## config.mk

```make
export PLATFORM = sky130hd
export DESIGN_NAME = wbus_frame_tx
export DESIGN_NICKNAME = d
export VERILOG_FILES = /design/src/rtl/wbt_pkg.sv /design/src/rtl/wbt_bit_clock.sv /design/src/rtl/wbt_idle_watch.sv /design/src/rtl/wbt_frame_ser.sv /design/src/rtl/wbus_frame_tx.sv
export SDC_FILE = /design/constraint.sdc
export NUM_CORES = 1
export LEC_CHECK = 0
export BUFFER_PORTS_ARGS = -buffer_cell sky130_fd_sc_hd__buf_4
export CAP_MARGIN = 10
export CORE_MARGIN = 3
export CORE_UTILIZATION = 35
export DETAILED_ROUTE_END_ITERATION = 12
export GPL_TIMING_DRIVEN = 0
export PLACE_DENSITY_LB_ADDON = 0.2
export SLEW_MARGIN = 0
export SYNTH_ARGS = -nofsm -noshare
export SYNTH_HDL_FRONTEND = slang
export SYNTH_HIERARCHICAL = 1
export SYNTH_SLANG_ARGS = --single-unit
```

## constraint.sdc

```tcl
create_clock -name clk -period 5 [get_ports clk]
set_input_delay 1.25 -clock clk [delete_from_list [all_inputs] [get_ports clk]]
set_output_delay 1.25 -clock clk [all_outputs]
set_load 0.05 [all_outputs]
```

## src/rtl/wbt_pkg.sv

```systemverilog
package wbt_pkg;
  typedef enum logic [1:0] {
    WB_IDLE,
    WB_PEND,
    WB_SEND,
    WB_BACKOFF
  } wb_state_e;
endpackage

```

## src/rtl/wbt_bit_clock.sv

```systemverilog
// Divides the clock into bit periods while a frame runs.
module wbt_bit_clock #(
  parameter int CYC_PER_BIT = 16
) (
  input  logic clk,
  input  logic rst_n,
  input  logic run,
  output logic mid,
  output logic bit_end
);
  localparam int CW  = (CYC_PER_BIT > 1) ? $clog2(CYC_PER_BIT) : 1;
  localparam int MID = CYC_PER_BIT / 2;

  logic [CW-1:0] cnt;

  always_ff @(posedge clk) begin
    if (!rst_n)                           cnt <= '0;
    else if (!run)                        cnt <= '0;
    else if (cnt == CW'(CYC_PER_BIT - 1)) cnt <= '0;
    else                                  cnt <= cnt + CW'(1);
  end

  assign mid     = run && (cnt == CW'(MID));
  assign bit_end = run && (cnt == CW'(CYC_PER_BIT - 1));
endmodule

```

## src/rtl/wbt_idle_watch.sv

```systemverilog
// Flags the bus idle after a long enough unbroken recessive run.
module wbt_idle_watch #(
  parameter int CYC_PER_BIT = 16,
  parameter int IDLE_BITS   = 10
) (
  input  logic clk,
  input  logic rst_n,
  input  logic rx,
  output logic idle
);
  localparam int THRESH = CYC_PER_BIT * IDLE_BITS;
  localparam int TW     = $clog2(THRESH + 1);

  logic [TW-1:0] run_len;

  always_ff @(posedge clk) begin
    if (!rst_n)                       run_len <= '0;
    else if (!rx)                     run_len <= '0;
    else if (run_len != TW'(THRESH))  run_len <= run_len + TW'(1);
  end

  assign idle = (run_len == TW'(THRESH));


  idle_needs_high_chk: assert property (@(posedge clk) disable iff (!rst_n)
    idle |-> $past(rx));
endmodule

```

## src/rtl/wbt_frame_ser.sv

```systemverilog
// Maps a bit index inside the frame to the level to drive.
module wbt_frame_ser #(
  parameter int ID_W  = 8,
  parameter int LEN_W = 3
) (
  input  logic [ID_W-1:0]                   chan,
  input  logic [LEN_W-1:0]                  len,
  input  logic [8*(1<<LEN_W)-1:0]           data,
  input  logic [$clog2(ID_W+LEN_W+3+8*(1<<LEN_W))-1:0] idx,
  output logic                              bit_o,
  output logic                              in_id,
  output logic                              at_stop
);
  localparam int NBYTES    = 1 << LEN_W;
  localparam int DATA_BASE = ID_W + LEN_W + 2;
  localparam int FRAME_W   = DATA_BASE + 8 * NBYTES + 1;
  localparam int IDX_W     = $clog2(FRAME_W);

  logic [FRAME_W-1:0] vec;
  logic [IDX_W-1:0]   stop_pos;

  assign vec[0]      = 1'b0;
  assign vec[ID_W+1] = 1'b0;
  assign vec[FRAME_W-1] = 1'b1;

  for (genvar gi = 0; gi < ID_W; gi++) begin : g_id
    assign vec[1+gi] = chan[ID_W-1-gi];
  end

  for (genvar gl = 0; gl < LEN_W; gl++) begin : g_len
    assign vec[ID_W+2+gl] = len[LEN_W-1-gl];
  end

  // Bytes past the coded length read as recessive, so the stop bit
  // falls out at the first unused slot.
  for (genvar gb = 0; gb < NBYTES; gb++) begin : g_byte
    for (genvar gj = 0; gj < 8; gj++) begin : g_bit
      assign vec[DATA_BASE+8*gb+gj] =
        (gb <= int'(len)) ? data[8*gb+7-gj] : 1'b1;
    end
  end

  assign stop_pos = IDX_W'(DATA_BASE) + ((IDX_W'(len) + IDX_W'(1)) << 3);
  assign bit_o    = vec[idx];
  assign in_id    = (idx != '0) && (idx <= IDX_W'(ID_W));
  assign at_stop  = (idx == stop_pos);
endmodule

```

## src/rtl/wbus_frame_tx.sv

```systemverilog
module wbus_frame_tx
  import wbt_pkg::*;
#(
  parameter int CYC_PER_BIT = 16,
  parameter int IDLE_BITS   = 10,
  parameter int SYNC_STAGES = 2,
  parameter int ID_W        = 8,
  parameter int LEN_W       = 3
) (
  input  logic                        clk,
  input  logic                        rst_n,
  input  logic                        ld_valid,
  output logic                        ld_ready,
  input  logic [ID_W-1:0]             ld_chan,
  input  logic [LEN_W-1:0]            ld_len,
  input  logic [8*(1<<LEN_W)-1:0]     ld_data,
  input  logic                        bus_rx,
  output logic                        bus_tx,
  output logic                        busy,
  output logic                        done,
  output logic                        lost,
  output logic                        retry_req
);
  localparam int NBYTES  = 1 << LEN_W;
  localparam int DATA_W  = 8 * NBYTES;
  localparam int FRAME_W = ID_W + LEN_W + 3 + DATA_W;
  localparam int IDX_W   = $clog2(FRAME_W);

  wb_state_e          state;
  logic [IDX_W-1:0]   idx;
  logic [ID_W-1:0]    chan_q;
  logic [LEN_W-1:0]   len_q;
  logic [DATA_W-1:0]  data_q;
  logic               lost_q, done_q, retry_q;
  logic               rx_s, bus_idle, mid, bit_end;
  logic               bit_o, in_id, at_stop, mismatch;

  // Bus read-back synchroniser
  if (SYNC_STAGES == 0) begin : g_nosync
    assign rx_s = bus_rx;
  end else begin : g_sync
    logic [SYNC_STAGES-1:0] sh;
    always_ff @(posedge clk) begin
      if (!rst_n) sh <= '1;
      else        sh <= (sh << 1) | SYNC_STAGES'(bus_rx);
    end
    assign rx_s = sh[SYNC_STAGES-1];
  end

  wbt_bit_clock #(.CYC_PER_BIT(CYC_PER_BIT)) u_clk (
    .clk(clk), .rst_n(rst_n), .run(state == WB_SEND),
    .mid(mid), .bit_end(bit_end)
  );

  wbt_idle_watch #(.CYC_PER_BIT(CYC_PER_BIT), .IDLE_BITS(IDLE_BITS)) u_idle (
    .clk(clk), .rst_n(rst_n), .rx(rx_s), .idle(bus_idle)
  );

  wbt_frame_ser #(.ID_W(ID_W), .LEN_W(LEN_W)) u_ser (
    .chan(chan_q), .len(len_q), .data(data_q), .idx(idx),
    .bit_o(bit_o), .in_id(in_id), .at_stop(at_stop)
  );

  assign mismatch = mid && in_id && (rx_s != bit_o);

  always_ff @(posedge clk) begin
    if (!rst_n) begin
      state   <= WB_IDLE;
      idx     <= '0;
      chan_q  <= '0;
      len_q   <= '0;
      data_q  <= '0;
      lost_q  <= 1'b0;
      done_q  <= 1'b0;
      retry_q <= 1'b0;
    end else begin
      lost_q <= 1'b0;
      done_q <= 1'b0;
      unique case (state)
        WB_IDLE: if (ld_valid) begin
          chan_q <= ld_chan;
          len_q  <= ld_len;
          data_q <= ld_data;
          state  <= WB_PEND;
        end
        WB_PEND, WB_BACKOFF: if (bus_idle) begin
          state   <= WB_SEND;
          idx     <= '0;
          retry_q <= 1'b0;
        end
        WB_SEND: begin
          if (mismatch) begin
            state   <= WB_BACKOFF;
            lost_q  <= 1'b1;
            retry_q <= 1'b1;
          end else if (bit_end) begin
            if (at_stop) begin
              state  <= WB_IDLE;
              done_q <= 1'b1;
            end else begin
              idx <= idx + IDX_W'(1);
            end
          end
        end
        default: state <= WB_IDLE;
      endcase
    end
  end

  assign ld_ready  = (state == WB_IDLE);
  assign busy      = (state == WB_SEND);
  assign bus_tx    = (state == WB_SEND) ? bit_o : 1'b1;
  assign done      = done_q;
  assign lost      = lost_q;
  assign retry_req = retry_q;


  start_dominant_chk: assert property (@(posedge clk) disable iff (!rst_n)
    $rose(busy) |-> !bus_tx);

  start_after_idle_chk: assert property (@(posedge clk) disable iff (!rst_n)
    $rose(busy) |-> $past(bus_idle));

  retry_clear_chk: assert property (@(posedge clk) disable iff (!rst_n)
    $rose(busy) |-> !retry_req);

  lost_release_chk: assert property (@(posedge clk) disable iff (!rst_n)
    lost |-> (bus_tx && !busy && retry_req));

  lost_single_chk: assert property (@(posedge clk) disable iff (!rst_n)
    lost |=> !lost);

  done_single_chk: assert property (@(posedge clk) disable iff (!rst_n)
    done |=> !done);

  end_flag_chk: assert property (@(posedge clk) disable iff (!rst_n)
    $fell(busy) |-> (done != lost));

  accept_close_chk: assert property (@(posedge clk) disable iff (!rst_n)
    (ld_valid && ld_ready) |=> !ld_ready);
endmodule

```

==> results of run 1 <==
==> cell usage in the layout (no fill, tap or decap), types with 3 or more instances in the layout <==
master     synthesis  layout
buf_2              8       8
mux4_2             9       9
mux2i_1            5       5
xnor2_1            6       6
a211o_1            3       3
buf_6              6       6
ha_1              10      10
clkbuf_1          18      18
a21boi_0          76      76
nand3_1           12      12
nor2b_1            6       6
nor4_1             3       3
nand2b_1           4       4
a21oi_1           17      17
o21ai_0           15      15
nor2_1            15      15
or3_1              3       3
nor3_1            13      13
dfxtp_1          101     101
buf_4              4      88
mux2_2             4       4
inv_1             12      12
clkinv_4           0       3
and3_1             4       4
xor2_1             4       4
nand2_1          170     170
nand3b_1           4       4
or4_1              3       3
clkbuf_16          0       9
inv_6              0       3
nor3b_1            5       5
==> critical path, stage by stage (launching register included) <==
cell and delay [ns]:
dfxtp_1 0.49, buf_6 0.19, inv_1 0.08, ha_1 0.22, a211oi_2 0.33, nor3_1 0.08
o311a_1 0.29, or4_1 0.41, a32o_1 0.23, a32oi_1 0.50, or2b_1 0.18, buf_4 0.19
==> worst min-delay path by stage <==
stage                            startpoint                       to  slack [ns]  depth (start not counted)
floorplan           g_sync.sh[0]$_SDFF_PN1_  g_sync.sh[1]$_SDFF_PN1_        0.39                          1
CTS                 g_sync.sh[0]$_SDFF_PN1_  g_sync.sh[1]$_SDFF_PN1_        0.42                          1
global route        g_sync.sh[0]$_SDFF_PN1_  g_sync.sh[1]$_SDFF_PN1_        0.45                          1
finish              g_sync.sh[0]$_SDFF_PN1_  g_sync.sh[1]$_SDFF_PN1_        0.41                          1
detailed placement  g_sync.sh[0]$_SDFF_PN1_  g_sync.sh[1]$_SDFF_PN1_        0.40                          1
global placement    g_sync.sh[0]$_SDFF_PN1_  g_sync.sh[1]$_SDFF_PN1_        0.40                          1
==> cells in the mapped netlist (all sizes together) (2+ instances only) <==
library cell and n:
nor3b 6, nand3 12, nor3 14, a21o 2
o31a 2, or3 3, mux4 10, and3 5
a21boi 76, a221o 2, nand2b 4, mux2 4
o31ai 2, xor2 5, and2 3, nor4 3
nor2 16, mux2i 5, clkbuf 20, o21ai 17
a21oi 18, a211o 3, a32oi 2, buf 19
o211ai 2, nand3b 4, nand2 170, or4 3
a2111oi 2, xnor2 6, a32o 2, inv 13
dfxtp 101, ha 10, and4 2, nor2b 6
==> area by class of cell <==
type	instances	share of cell area (%)
multi-input combinational	442	44.7
inverter	13	0.776
tap	180	3.58
timing repair buffer	84	10.0
sequential	101	32.2
clock buffer	9	3.58
buffer	39	3.84
clock inverter	7	1.31
==> sequential cells by signal (all words and copies together) (netlist names), 2 cells and up <==
signal,cells
chan_q,8
data_q,64
g_sync.sh,2
idx,7
len_q,3
state,2
u_clk/cnt,4
u_idle/run_len,8
==> cells by family (layout without fill, tap and decap cells) <==
family          count (synthesis)  after routing
compound gates                144            144
xor+xnor                       11             11
fa+ha+maj                      10             10
buf+inv                        52            152
flops                         101            101
mux                            19             19
simple gates                  258            258
==> power by group through the flow <==
stage                     Combinational, mW  Clock, mW  Sequential, mW
after global routing                  0.221      0.767           0.871
after CTS                             0.199      0.741           0.867
after detailed placement              0.199          0           0.886
final                                 0.196      0.720           0.867
after global placement                0.194          0           0.884
after floorplan                       0.117          0           0.877
==> through the flow <==
step	cell area, um^2	hold WS, ns
floorplan	5120	0.386
global placement	5980	0.402
detailed placement	5980	0.404
CTS	6290	0.421
global route	6290	0.451
finish	6290	0.414
==> per-layer routing <==
metal / up-vias / global-route usage (%) / routed length, um
li1: 2264 / - / -
met1: 2057 / 20.3 / 5880
met2: 85 / 27.6 / 6280
met3: 14 / 4.06 / 609
met4: 0 / 4.61 / 180
met5: - / 0 / 0
==> results.json, run 1 <==
{
  "boundaryPins": 85,
  "grt_max_degree": 19,
  "leakagePower_nw": 2.43,
  "cts_buffers": 9,
  "synthAdderAreaFrac_pct": 2.44,
  "maxCapViolCount": 0,
  "p_comb_share_pct": 11.0,
  "n_antenna_cell": 0,
  "rr_endpoint": "idx[6]$_SDFFE_PN0P_",
  "yosys_most_used_dff": "dfxtp_1",
  "min_period_over_period_pct": 95.8,
  "switchingPower_uw": 444,
  "grt_pass1_wl_mm": 20.8,
  "htree_levels": 3,
  "vias_per_cell": 5.05,
  "cp-end-kind": "primary output",
  "clkSinkCount": 101,
  "synthMuxAreaShare_pct": 6.32,
  "crit_end": "bus_tx",
  "pre_cts_slack_ns": 0.571,
  "routabilityCongestion": 0.837,
  "finalPower_mw": 1.78,
  "timing.slew.headroom_pct": 56.7,
  "cp_max_fo": 10,
  "crit_required_ns": 3.75,
  "start_util_pct": 36.4,
  "die_area_mm2": 0.0161,
  "peakVddDrop_uv": 183,
  "drv_slew": 0,
  "postLayoutCoreUtil_pct": 44.6,
  "nFillCells": 1403,
  "rows": 43,
  "grt_use_total_pct": 16.2,
  "dp_hpwl_mm": 9.76,
  "num_vias": 4420,
  "worstPathArrival_ns": 3.54,
  "rr_startpoint": "len_q[0]$_SDFFE_PN0P_",
  "synth_area_mm2": 0.00512,
  "clock_tree.buffer_depth": 2,
  "grt_setup_unrepaired": "no",
  "drcViolationCount": 0,
  "wl_per_cell_um": 14.8,
  "clkLatencyLatePin_ns": 0.35,
  "crit_type": "reg2out",
  "period_needed_ns": 4.79,
  "async_flop_share_pct": 0,
  "fin_ws_ns": 0.209,
  "p_int_mw": 1.34,
  "post_cts_buffers": 0,
  "max_freq_ghz": 0.209,
  "synth_seq_cells": 101,
  "synth_simple_gate_area_share_pct": 23.0,
  "synthTopCellsByArea": "dfxtp_1 39%, nand2_1 12%, a21boi_0 11%",
  "cts_tree": "built",
  "root_buffer": "clkbuf_16",
  "regArea_mm2": 0.00202,
  "syn_inst": 595,
  "fin_cells": 875,
  "ys_seq_area_share_pct": 39.5,
  "outcome": "completed",
  "areaGrowthSynthToFinish_pct": 22.7,
  "skew_ns": 0.00633,
  "cp-start-kind": "flop",
  "grt-ovfl-total": 0,
  "finalSetupTns_ns": 0,
  "die_w_um": 127,
  "avgSynthCellArea_um2": 8.61,
  "synth_top_area_cell": "dfxtp_1",
  "power.share.clock_pct": 40.4,
  "synth_top_family_by_area": "simple AND/OR/NAND/NOR gates",
  "core-area_mm2": 0.0141,
  "r2r_setup_slack_ns": 0.96,
  "port_buffers": 84,
  "synth_compound_area_share_pct": 21.1,
  "grt_pass1_vias": 4307,
  "r2r_cells": 13,
  "postRouteAntennaNets": 0,
  "antenna_found_initial": 0,
  "powerDensity_mw_per_mm2": 283,
  "hp-class": "reg2reg",
  "setup_viol": 0,
  "synth_edf_count": 0,
  "drt_iter0_markers": 201,
  "hold_viol": 0,
  "synth_cell_types": 77,
  "synth_xor_area_share_pct": 2.03,
  "syn_nets": 684,
  "placed_cells": 859,
  "seq_power_share_pct": 48.6,
  "ys.warnings.count": 6,
  "crit_start": "len_q[0]$_SDFFE_PN0P_",
  "firstDrtPassIters": 4,
  "cts.reportedPaths.clkPinSlew_ns": 0.07,
  "cts_resized": 0,
  "die_h_um": 127,
  "synth_top_area_share_pct": 39.5,
  "drive_above_1_share_pct": 22.0,
  "ctsHoldBuffers": 0,
  "wl_mm": 13.0,
  "multi_input_area_mm2": 0.00281,
  "worstMarginPinSlew_ns": 0.645,
  "switching_share_pct": 24.9,
  "nNetsFinal": 779
}
Note: power is estimated with default switching activity, not from simulation.
==> run 2: changes to the inputs <==
--- a/config.mk
+++ b/config.mk
@@ -5,11 +5,14 @@
 export SDC_FILE = /design/constraint.sdc
 export NUM_CORES = 1
 export LEC_CHECK = 0
-export BUFFER_PORTS_ARGS = -buffer_cell sky130_fd_sc_hd__buf_4
 export CAP_MARGIN = 10
+export CELL_PAD_IN_SITES_DETAIL_PLACEMENT = 0
+export CELL_PAD_IN_SITES_GLOBAL_PLACEMENT = 1
 export CORE_MARGIN = 3
 export CORE_UTILIZATION = 35
+export CTS_BUF_LIST = sky130_fd_sc_hd__clkbuf_8
 export DETAILED_ROUTE_END_ITERATION = 12
+export DONT_BUFFER_PORTS = 1
 export GPL_TIMING_DRIVEN = 0
 export PLACE_DENSITY_LB_ADDON = 0.2
 export SLEW_MARGIN = 0
==> results.json, run 2 (same netlist as run 1, synthesis figures left out) <==
{
  "finalPower_mw": 1.56,
  "n_antenna_cell": 0,
  "boundaryPins": 85,
  "slowest_stage": "dfxtp_1",
  "grt-ovfl-total": 0,
  "worstMarginPinSlew_ns": 1.04,
  "die_w_um": 127,
  "firstDrtPassIters": 4,
  "layout_common_cells": "170 x nand2_1, 101 x dfxtp_1, 76 x a21boi_0, 18 x clkbuf_1, 17 x a21oi_1",
  "drcViolationCount": 0,
  "cp-start-kind": "flop",
  "crit_end": "bus_tx",
  "min_from": "g_sync.sh[0]$_SDFF_PN1_",
  "grt_pass1_vias": 4184,
  "worstPathArrival_ns": 3.43,
  "rows": 43,
  "clkLatencyLatePin_ns": 0.38,
  "min_period_over_period_pct": 93.5,
  "hold_ws_ns": 0.422,
  "hp-class": "reg2reg",
  "hold_viol": 0,
  "grt_max_degree": 16,
  "port_buffers": 0,
  "wl_mm": 13.0,
  "critical-path-top-delay-family": "compound AO/OA/AOI/OAI gates",
  "nFillCells": 1469,
  "maxCapViolCount": 0,
  "postLayoutCoreUtil_pct": 39.5,
  "timing.slew.headroom_pct": 30.7,
  "slowest_delay_ns": 0.49,
  "gr-usage-met2_pct": 28.1,
  "final_common_cell": "nand2_1",
  "cp.depth": 10,
  "largest_reg_flops": 64,
  "fin_ws_ns": 0.324,
  "areaGrowthSynthToFinish_pct": 8.69,
  "busiest_layer": "met2",
  "htree_levels": 3,
  "cts_buffers": 9,
  "grt_use_total_pct": 16.7,
  "crit_required_ns": 3.75,
  "num_vias": 4079,
  "grt_pass1_wl_mm": 21.3,
  "drt_iter0_markers": 196,
  "pre_cts_slack_ns": 0.373,
  "cp-end-kind": "primary output",
  "period_needed_ns": 4.68,
  "antenna_found_initial": 0,
  "dp_hpwl_mm": 9.72,
  "start_util_pct": 36.4,
  "met1_usage_pct": 21.3,
  "skew_ns": 0.00868,
  "peakVddDrop_uv": 157,
  "clkSinkCount": 101,
  "grt_setup_unrepaired": "no",
  "setup_viol": 0,
  "drive_above_1_share_pct": 11.5,
  "worstPathCellList": "buf_6 -> inv_1 -> ha_1 -> a211oi_2 -> nor3_1 -> o311a_1 -> or4_1 -> a32o_1 -> a32oi_2 -> or2b_2",
  "cp_max_fo": 10,
  "r2r_cells": 13,
  "r2r_setup_slack_ns": 1.14,
  "die_h_um": 127,
  "root_buffer": "clkbuf_8",
  "cts.reportedPaths.clkPinSlew_ns": 0.08,
  "top_register": "data_q",
  "rr_startpoint": "len_q[0]$_SDFFE_PN0P_",
  "cts_tree": "built",
  "routabilityCongestion": 0.809,
  "leakagePower_nw": 1.98,
  "nNetsFinal": 695,
  "crit_buf_inv": 2,
  "reg_top3": "data_q (64), chan_q (8), u_idle/run_len (8)",
  "core-area_mm2": 0.0141,
  "outcome": "completed",
  "finalSetupTns_ns": 0,
  "powerDensity_mw_per_mm2": 280,
  "crit_type": "reg2out",
  "drv_slew": 0,
  "clock_tree.buffer_depth": 2,
  "max_freq_ghz": 0.214,
  "crit_start": "len_q[0]$_SDFFE_PN0P_",
  "rr_endpoint": "idx[6]$_SDFFE_PN0P_",
  "post_cts_buffers": 0,
  "ctsHoldBuffers": 0,
  "vias_per_cell": 5.16,
  "gr-usage-met3_pct": 4.06,
  "die_area_mm2": 0.0161,
  "postRouteAntennaNets": 0,
  "wl_per_cell_um": 16.4
}
==> run 2: cell count changes in the layout (fill, tap and decap cells not counted), sizes merged <==
cell	previous run	this run
buf	103	19
clkbuf	29	32
clkinv	3	1
inv	16	14
clkinvlp	0	1
==> run 2: power breakdown <==
| part | leakage, nW | switching (mW) | internal [mW] |
|---|---|---|---|
| registers | 0.826 | 0.0239 | 0.843 |
| logic | 1.05 | 0.0859 | 0.0614 |
| clock network | 0.110 | 0.274 | 0.270 |
==> run 2: final cells by class <==
class	instances	area [um^2]	share of cell area (%)
Clock inverter	4	46.3	0.831
Clock buffer	12	165	2.96
Tap cell	180	225	4.04
Inverter	13	48.8	0.876
Buffer	39	241	4.34
Sequential cell	101	2020	36.3
Multi-Input combinational cell	442	2820	50.7
==> run 2: worst min path at each step <==
stage	to	slack, ns	cells after the start
after floorplan	g_sync.sh[1]$_SDFF_PN1_	0.39	1
after global placement	g_sync.sh[1]$_SDFF_PN1_	0.41	1
after detailed placement	g_sync.sh[1]$_SDFF_PN1_	0.41	1
after CTS	g_sync.sh[1]$_SDFF_PN1_	0.43	1
after global routing	g_sync.sh[1]$_SDFF_PN1_	0.43	1
final	g_sync.sh[1]$_SDFF_PN1_	0.42	1
==> run 2: metal layers <==
layer | share of wire [%] | up-vias
met2 | 48 | 76
met4 | 1.5 | 0
li1 | - | 2088
met1 | 46 | 1902
met3 | 5.0 | 13
met5 | 0 | -
==> run 2: worst register-to-register path: cells and delay by family, from the launching register on <==
kind / cells / cell delay (ns)
XOR/XNOR: 1 / 0.21
AND/OR/NAND/NOR: 3 / 0.64
AO/OA/AOI/OAI: 6 / 1.91
buffers and inverters: 2 / 0.29
flip-flops: 1 / 0.49
adder cells (fa/ha/maj): 1 / 0.23
==> run 2: what timing repair did <==
item                                    4_1_cts  5_1_grt
resized for setup                             1        1
endpoints found under the setup margin        1        1
pin swaps                                     0        0
==> run 2: per-stage QoR <==
step | instance area, um^2 | std cells
after floorplan | 5120 | 595
after global placement | 5350 | 775
after detailed placement | 5350 | 775
after CTS | 5570 | 791
after global routing | 5570 | 791
final | 5570 | 791
